==> config.mk <==
export PLATFORM = sky130hd
export DESIGN_NAME = sop_logic_array
export DESIGN_NICKNAME = d
export VERILOG_FILES = /design/src/rtl/sop_pkg.sv /design/src/rtl/sop_cfg_chain.sv /design/src/rtl/sop_and_plane.sv /design/src/rtl/sop_or_plane.sv /design/src/rtl/sop_logic_array.sv
export SDC_FILE = /design/constraint.sdc
export NUM_CORES = 1
export LEC_CHECK = 0
export BUFFER_PORTS_ARGS = -buffer_cell sky130_fd_sc_hd__buf_4
export CORE_AREA = 5 5 118 86
export CTS_CLUSTER_SIZE = 30
export DETAILED_ROUTE_END_ITERATION = 10
export DIE_AREA = 0 0 123 91
export PLACE_DENSITY = 0.59
export SLEW_MARGIN = 20
export SYNTH_ARGS = -nofsm -noshare
export SYNTH_HDL_FRONTEND = slang
export SYNTH_HIERARCHICAL = 1
export SYNTH_SLANG_ARGS = --single-unit
export TNS_END_PERCENT = 30
==> constraint.sdc <==
create_clock -name clk_i -period 1.8 [get_ports clk_i]
set_input_delay 0.36 -clock clk_i [delete_from_list [all_inputs] [get_ports clk_i]]
set_output_delay 0.36 -clock clk_i [all_outputs]
set_load 0.01 [all_outputs]
==> src/rtl/sop_pkg.sv <==
package sop_pkg;
  function automatic int and_bits(int n_in, int n_term, bit prog);
    return prog ? n_term * 2 * n_in : 0;
  endfunction
  function automatic int or_bits(int n_term, int n_out, bit prog);
    return prog ? n_out * n_term : 0;
  endfunction
endpackage

==> src/rtl/sop_cfg_chain.sv <==
module sop_cfg_chain #(
  parameter int W = 8
) (
  input  logic         clk_i,
  input  logic         rst_ni,
  input  logic         load_en_i,
  input  logic         sdi_i,
  output logic [W-1:0] cfg_o
);
  logic [W-1:0] sr_q;

  always_ff @(posedge clk_i or negedge rst_ni) begin
    if (!rst_ni)        sr_q <= '0;
    else if (load_en_i) begin
      if (W > 1) sr_q <= {sr_q[W-2:0], sdi_i};
      else       sr_q <= {W{sdi_i}};
    end
  end

  assign cfg_o = sr_q;

  a_r1_shift_in: assert property (@(posedge clk_i) disable iff (!rst_ni)
    load_en_i |=> cfg_o[0] == $past(sdi_i));
  a_r2_hold: assert property (@(posedge clk_i) disable iff (!rst_ni)
    !load_en_i |=> $stable(cfg_o));
endmodule

==> src/rtl/sop_and_plane.sv <==
module sop_and_plane #(
  parameter int N_IN   = 4,
  parameter int N_TERM = 8,
  parameter bit PROG   = 1'b1,
  localparam int CW    = PROG ? N_TERM * 2 * N_IN : 1
) (
  input  logic [CW-1:0]     cfg_i,
  input  logic [N_IN-1:0]   in_i,
  output logic [N_TERM-1:0] term_o
);
  if (PROG) begin : g_prog
    always_comb begin
      for (int t = 0; t < N_TERM; t++) begin
        term_o[t] = 1'b1;  // empty term is 1
        for (int i = 0; i < N_IN; i++) begin
          if (cfg_i[t*2*N_IN + 2*i]     && !in_i[i]) term_o[t] = 1'b0;
          if (cfg_i[t*2*N_IN + 2*i + 1] &&  in_i[i]) term_o[t] = 1'b0;
        end
      end
    end
  end else begin : g_decoder
    logic unused_cfg;
    assign unused_cfg = ^cfg_i;
    for (genvar t = 0; t < N_TERM; t++) begin : g_min
      assign term_o[t] = (in_i == N_IN'(t));
    end
  end
endmodule

==> src/rtl/sop_or_plane.sv <==
module sop_or_plane #(
  parameter int N_TERM = 8,
  parameter int N_OUT  = 4,
  parameter bit PROG   = 1'b1,
  localparam int CW    = PROG ? N_OUT * N_TERM : 1,
  localparam int J     = N_TERM / N_OUT
) (
  input  logic [CW-1:0]     cfg_i,
  input  logic [N_TERM-1:0] term_i,
  output logic [N_OUT-1:0]  out_o
);
  for (genvar o = 0; o < N_OUT; o++) begin : g_out
    if (PROG) begin : g_prog
      assign out_o[o] = |(term_i & cfg_i[o*N_TERM +: N_TERM]);
    end else begin : g_fixed
      assign out_o[o] = |term_i[o*J +: J];
    end
  end
  if (!PROG) begin : g_unused
    logic unused_cfg;
    assign unused_cfg = ^cfg_i;
  end
endmodule

==> src/rtl/sop_logic_array.sv <==
module sop_logic_array
  import sop_pkg::*;
#(
  parameter int N_IN     = 4,
  parameter int N_TERM   = 8,
  parameter int N_OUT    = 3,
  parameter bit AND_PROG = 1'b1,
  parameter bit OR_PROG  = 1'b1
) (
  input  logic             clk_i,
  input  logic             rst_ni,
  input  logic             load_en_i,
  input  logic             sdi_i,
  input  logic [N_IN-1:0]  in_i,
  output logic [N_OUT-1:0] out_o
);
  localparam int AW  = and_bits(N_IN, N_TERM, AND_PROG);
  localparam int OW  = or_bits(N_TERM, N_OUT, OR_PROG);
  localparam int W   = (AW + OW) > 0 ? AW + OW : 1;
  localparam int ACW = AND_PROG ? AW : 1;
  localparam int OCW = OR_PROG ? OW : 1;

  logic [W-1:0]      cfg;
  logic [ACW-1:0]    and_cfg;
  logic [OCW-1:0]    or_cfg;
  logic [N_TERM-1:0] term;
  logic [N_OUT-1:0]  sum;

  sop_cfg_chain #(.W(W)) u_chain (
    .clk_i, .rst_ni, .load_en_i, .sdi_i, .cfg_o(cfg)
  );

  if (AND_PROG) begin : g_and_cfg
    assign and_cfg = cfg[0 +: ACW];
  end else begin : g_and_none
    assign and_cfg = '0;
  end
  if (OR_PROG) begin : g_or_cfg
    assign or_cfg = cfg[AW +: OCW];
  end else begin : g_or_none
    assign or_cfg = '0;
  end

  sop_and_plane #(.N_IN(N_IN), .N_TERM(N_TERM), .PROG(AND_PROG)) u_and (
    .cfg_i(and_cfg), .in_i, .term_o(term)
  );
  sop_or_plane #(.N_TERM(N_TERM), .N_OUT(N_OUT), .PROG(OR_PROG)) u_or (
    .cfg_i(or_cfg), .term_i(term), .out_o(sum)
  );

  assign out_o = load_en_i ? '0 : sum;

  a_r3_blank_on_load: assert property (@(posedge clk_i) disable iff (!rst_ni)
    load_en_i |-> out_o == '0);
  if (!AND_PROG) begin : g_chk_dec
    a_r9_one_minterm: assert property (@(posedge clk_i) disable iff (!rst_ni)
      $countones(term) == 1);
  end
endmodule

Word-level counts from Yosys, hierarchy flattened
Index checks and enable logic that the tools add are counted.
{"block": "totals", "register_bits": 88, "wordCells": 140, "in_bits": 8, "out_inout_bits": 3}
{"block": "classes", "n_reduce_logical": 71, "n_bitwise": 3, "muxes": 65}
{"cell": "$logic_and A1 B1 Y1", "n": 64}
{"cell": "$mux W1", "n": 64}
{"cell": "$and A8 B8 Y8", "n": 3}
{"cell": "$reduce_or A8 Y1", "n": 3}
{"cell": "$logic_not A1 Y1", "n": 4}
{"cell": "$mux W3", "n": 1}

Logic depth before layout (Yosys ltp)
{"block": "logic_depth", "ltp_word": 13, "depth_mapped": 7, "mapped_depth_nobuf": 6}

By module
Netlist, hierarchy kept.
{"module": "sop_cfg_chain", "n_inst": 1, "area_per_inst_um2": 3343.2, "cells_each": 186, "seq_area_each_um2": 2202.1}
{"module": "sop_and_plane", "n_inst": 1, "area_per_inst_um2": 432.9, "cells_each": 45, "seq_area_each_um2": 0.0}
{"module": "sop_or_plane", "n_inst": 1, "area_per_inst_um2": 108.9, "cells_each": 15, "seq_area_each_um2": 0.0}
{"module": "sop_logic_array", "n_inst": 1, "area_per_inst_um2": 18.8, "cells_each": 3, "seq_area_each_um2": 0.0}

Worst setup path before layout
OpenSTA, ideal clock, no wires.
{"block": "synth_timing", "path_type": "input port to output port", "startpoint": "input in_i[1]", "endpoint": "output out_o[1]", "path_slack_ns": -0.092, "path_stages": 6, "required_time_ns": 1.440, "path_buffers": 1, "arrival_ns": 1.532, "path_cell_list": "buf_4 mux2_2 a2111oi_2 a22oi_1 nand4_1 nor2b_1"}
{"block": "synth_between", "elab_chain_len": 11, "elab_cells_between_ends": 68, "classes_between": "mux: 49; bitwise: 1; reduce/logical: 18"}
{"item": "start, declared", "line": "sop_logic_array.sv:14", "rtl": "input logic [N_IN-1:0] in_i,"}
{"item": "$logic_not A1 Y1", "line": "sop_and_plane.sv:16", "rtl": "if (cfg_i[t*2*N_IN + 2*i] && !in_i[i]) term_o[t] = 1'b0;"}
{"item": "$logic_and A1 B1 Y1", "line": "sop_and_plane.sv:16"}
{"item": "$mux W1", "line": "sop_and_plane.sv:16"}
{"item": "$mux W1 (*)", "line": "sop_and_plane.sv:17", "rtl": "if (cfg_i[t*2*N_IN + 2*i + 1] && in_i[i]) term_o[t] = 1'b0;"}
{"item": "$mux W1 (*)", "line": "sop_and_plane.sv:16"}
{"item": "$mux W1 (*)", "line": "sop_and_plane.sv:17"}
{"item": "$mux W1 (*)", "line": "sop_and_plane.sv:16"}
{"item": "$mux W1 (*)", "line": "sop_and_plane.sv:17"}
{"item": "named net term[7]", "line": "sop_logic_array.sv:26", "rtl": "logic [N_TERM-1:0] term;"}
{"item": "$and A8 B8 Y8 (*)", "line": "sop_or_plane.sv:14", "rtl": "assign out_o[o] = |(term_i & cfg_i[o*N_TERM +: N_TERM]);"}
{"item": "$reduce_or A8 Y1 (*)", "line": "sop_or_plane.sv:14"}
{"item": "named net sum[1]", "line": "sop_logic_array.sv:27", "rtl": "logic [N_OUT-1:0] sum;"}
{"item": "$mux W3 (*)", "line": "sop_logic_array.sv:51", "rtl": "assign out_o = load_en_i ? '0 : sum;"}
{"item": "end, declared", "line": "sop_logic_array.sv:15", "rtl": "output logic [N_OUT-1:0] out_o"}
Mark *: on every way through the listed nets, which the timed path passes. The rest lies on a longest branch.

Worst setup path after layout
{"block": "layout_timing", "startpoint": "register u_chain.sr_q[59], in the netlist u_chain/cfg_o[59]", "endpoint": "output out_o[0]"}
{"block": "layout_between", "elab_chain_len": 9}
{"item": "start, declared", "line": "sop_cfg_chain.sv:10", "rtl": "logic [W-1:0] sr_q;"}
{"item": "start signal, assigned", "line": "sop_cfg_chain.sv:15", "rtl": "if (W > 1) sr_q <= {sr_q[W-2:0], sdi_i};"}
{"item": "start signal, assigned", "line": "sop_cfg_chain.sv:16", "rtl": "else sr_q <= {W{sdi_i}};"}
{"item": "$logic_and A1 B1 Y1", "line": "sop_and_plane.sv:17"}
{"item": "$mux W1", "line": "sop_and_plane.sv:17"}
{"item": "$mux W1", "line": "sop_and_plane.sv:16"}
{"item": "$mux W1", "line": "sop_and_plane.sv:17"}
{"item": "$mux W1", "line": "sop_and_plane.sv:16"}
{"item": "$mux W1", "line": "sop_and_plane.sv:17"}
{"item": "named net term[7]", "line": "sop_logic_array.sv:26"}
{"item": "$and A8 B8 Y8", "line": "sop_or_plane.sv:14"}
{"item": "$reduce_or A8 Y1", "line": "sop_or_plane.sv:14"}
{"item": "named net sum[0]", "line": "sop_logic_array.sv:27"}
{"item": "$mux W3", "line": "sop_logic_array.sv:51"}
The timed path passes the listed nets, and every way through them passes these cells.

==> flow_summary.toml <==
[outcome]
status = "finished with violations"
violations = "setup timing"

[power_and_ir_drop]
max-vdd-ir-drop_mv = 0.7649
fin_total_pwr_uw = 5185
p_per_area_nw_per_um2 = 1133
power_leakage_uw = 0.002236

[yosys]
synth.distinct_cells = 13
synthMuxAreaShare_pct = 35.29
synth_fa_ha_area_share_pct = 0
synth_area_leaders = "dfrtp_1 (56%), mux2_2 (20%), mux2_4 (7.7%), mux2i_1 (7.7%), a22oi_1 (2.3%)"
synth.yosys.warnings = 6
ys_seq_elements = 88
synth_xor_area_share_pct = 0
syn_avg_cell_area_um2 = 15.68
syn_nets = 257
synth_compound_area_share_pct = 2.692
synth_top_area_cell = "dfrtp_1"
yosys.area.top_type_share_pct = 56.41
synth_seq_area_share_pct = 56.41
synth_top_family_by_area = "multiplexers"
synth_simple_gate_area_share_pct = 2.788
synthCells = 249
synth.cell_area_um2 = 3904

[layout]
area_delta_synth_final_pct = 17.21
instances_no_fill = 402
nNetsFinal = 282
largest_reg_flops = 88
diodes = 0
drive_gt1_share_pct = 48.92

[clocking]
cts_tree = "done"
cts_buffers = 9
htree_levels = 3
cts_buffer_depth = 2
clkSlewWorstSetupHoldPaths_ns = 0.06
insertion_delay_ns = 0.34
cts.sinks = 88
root_buffer = "clkbuf_16"

[timing]
min_period_ns = 2.258
period_share_pct = 125.5
slew_headroom_pct = 63.85
setup_slack_ns = -0.4584
drv_slew = 0
tightest_slew_ns = 0.5423
rsz0062_at_grt = "yes"
setup_violations = 3
fmax_mhz = 442.8
skew_ns = 0.005172
hold_viol_final = 0
tns_ns = -1.359

[detailed_routing]
ant_nets = 0
num_vias = 2066
wire_per_inst_um = 16.98
drt-pass1-iter-count = 4
drc = 0
drt_wl_total_um = 6827
vias_per_cell = 5.139
drtIter0Drc = 93

[floorplan]
die_w_um = 123
fp.dieH_um = 91
placeableCoreArea_um2 = 8890
initial_core_util_pct = 43.91
ioPinCount = 11
num_rows = 29
die_area_um2 = 11190

[placed_design]
placedCellCount = 387
dp_hpwl_um = 4594
place_ws_ns = -0.2658
portBuffers = 10
place_congestion = 0.7621

[worst_setup_path]
crit_fanout = 3
crit_required_ns = 1.44
critPathKind = "reg -> out"
crit_path_start_kind = "register"
end_kind = "output port"
critPathArrivalTime_ns = 1.90

[global_route]
overflow = 0
antenna_found_initial = 0
grt_pass1_wl_um = 11830
grt_max_degree = 49
first_global_vias = 2217
grt_use_total_pct = 13.96

[worst_hold_path]
hold_class = "in -> async"

[flow_run]
max_cap_viol_count = 0
-- kinds of logic after synthesis --
family	after synthesis
mux	119
flops	88
simple gates	15
buf+inv	14
compound gates	13
-- metrics by stage --
step | area [um^2] | hold slack, ns | utilization, %
floorplan | 3929 | 0.06441 | -
detailed placement | 4234 | 0.3889 | 47.63
CTS | 4572 | 0.01494 | 51.43
global route | 4576 | 0.04578 | 51.47
global placement | 4234 | 0.3867 | 47.63
finish | 4576 | 0.0005570 | 51.47
-- area by class of cell --
type	count	area [um^2]
clock inverter	6	108.9
clock buffer	9	225.2
timing repair buffer	28	264.0
sequential	88	2202
fill	746	4314
tap	124	155.1
multi-input combinational	147	1620
-- path summary, 6_finish.rpt --
| kind | from | to | slack (ns) | cells past startpoint |
|---|---|---|---|---|
| max | u_chain/cfg_o[59] | out_o[0] | -0.46 | 6 |
| min | rst_ni | u_chain/cfg_o[80] | 0.0006 | 1 |
| max reg2reg | u_chain/cfg_o[58] | u_chain/cfg_o[59] | 0.92 | 2 |
| min reg2reg | u_chain/cfg_o[87] | u_chain/cfg_o[87] | 0.52 | 1 |
| max in group asynchronous | rst_ni | u_chain/cfg_o[85] | 1.25 | 2 |
| min in group clk_i | sdi_i | u_chain/cfg_o[0] | 0.25 | 2 |
-- timing repair --
action                                  CTS  global route
pin swaps                                 0             2
endpoints found under the setup margin    3             3
hold buffers                              0             0
gates resized for setup                   1             1
buffers inserted                          0             0
-- worst max-delay path, cell delays in order (launching register included) --
cell	delay [ns]
dfrtp_1	0.40
mux2_4	0.28
a2111oi_4	0.40
a22oi_1	0.11
nand4_1	0.11
nor2b_2	0.15
buf_4	0.12
-- power breakdown --
| group | internal, uW | total [uW] | switching [uW] | leakage (uW) |
|---|---|---|---|---|
| clock | 1340 | 2070 | 729 | 0.000165 |
| combinational | 372 | 656 | 284 | 0.000891 |
| sequential | 2260 | 2460 | 194 | 0.00118 |
-- cells in the final DEF, fill, tap and decap left out, types with 2 or more instances in the layout --
master and n:
buf_12 4, nor2b_2 2, and4_1 7, bufinv_16 3, mux2_4 21, clkinv_2 2
clkbuf_16 9, nand4_1 3, mux2i_1 30, dfrtp_1 88, buf_4 23, mux2_2 68
a22oi_1 12
-- per-layer routing --
metal | up-vias | global-route usage (%) | routed length (um)
met1 | 1057 | 20.80 | 3650
met5 | - | 0 | 0
met3 | 14 | 4.907 | 244
met4 | 0 | 5.438 | 130
met2 | 25 | 18.46 | 2801
li1 | 970 | - | -
-- cell usage after synthesis --
library cell,count
nand4_1,3
dfrtp_1,88
and4_1,7
buf_6,6
nor2b_1,4
nand2_1,1
mux2_2,69
buf_2,7
buf_4,1
a22oi_1,12
mux2i_1,30
a2111oi_2,1
mux2_4,20
(Power assumes the default switching activity.)
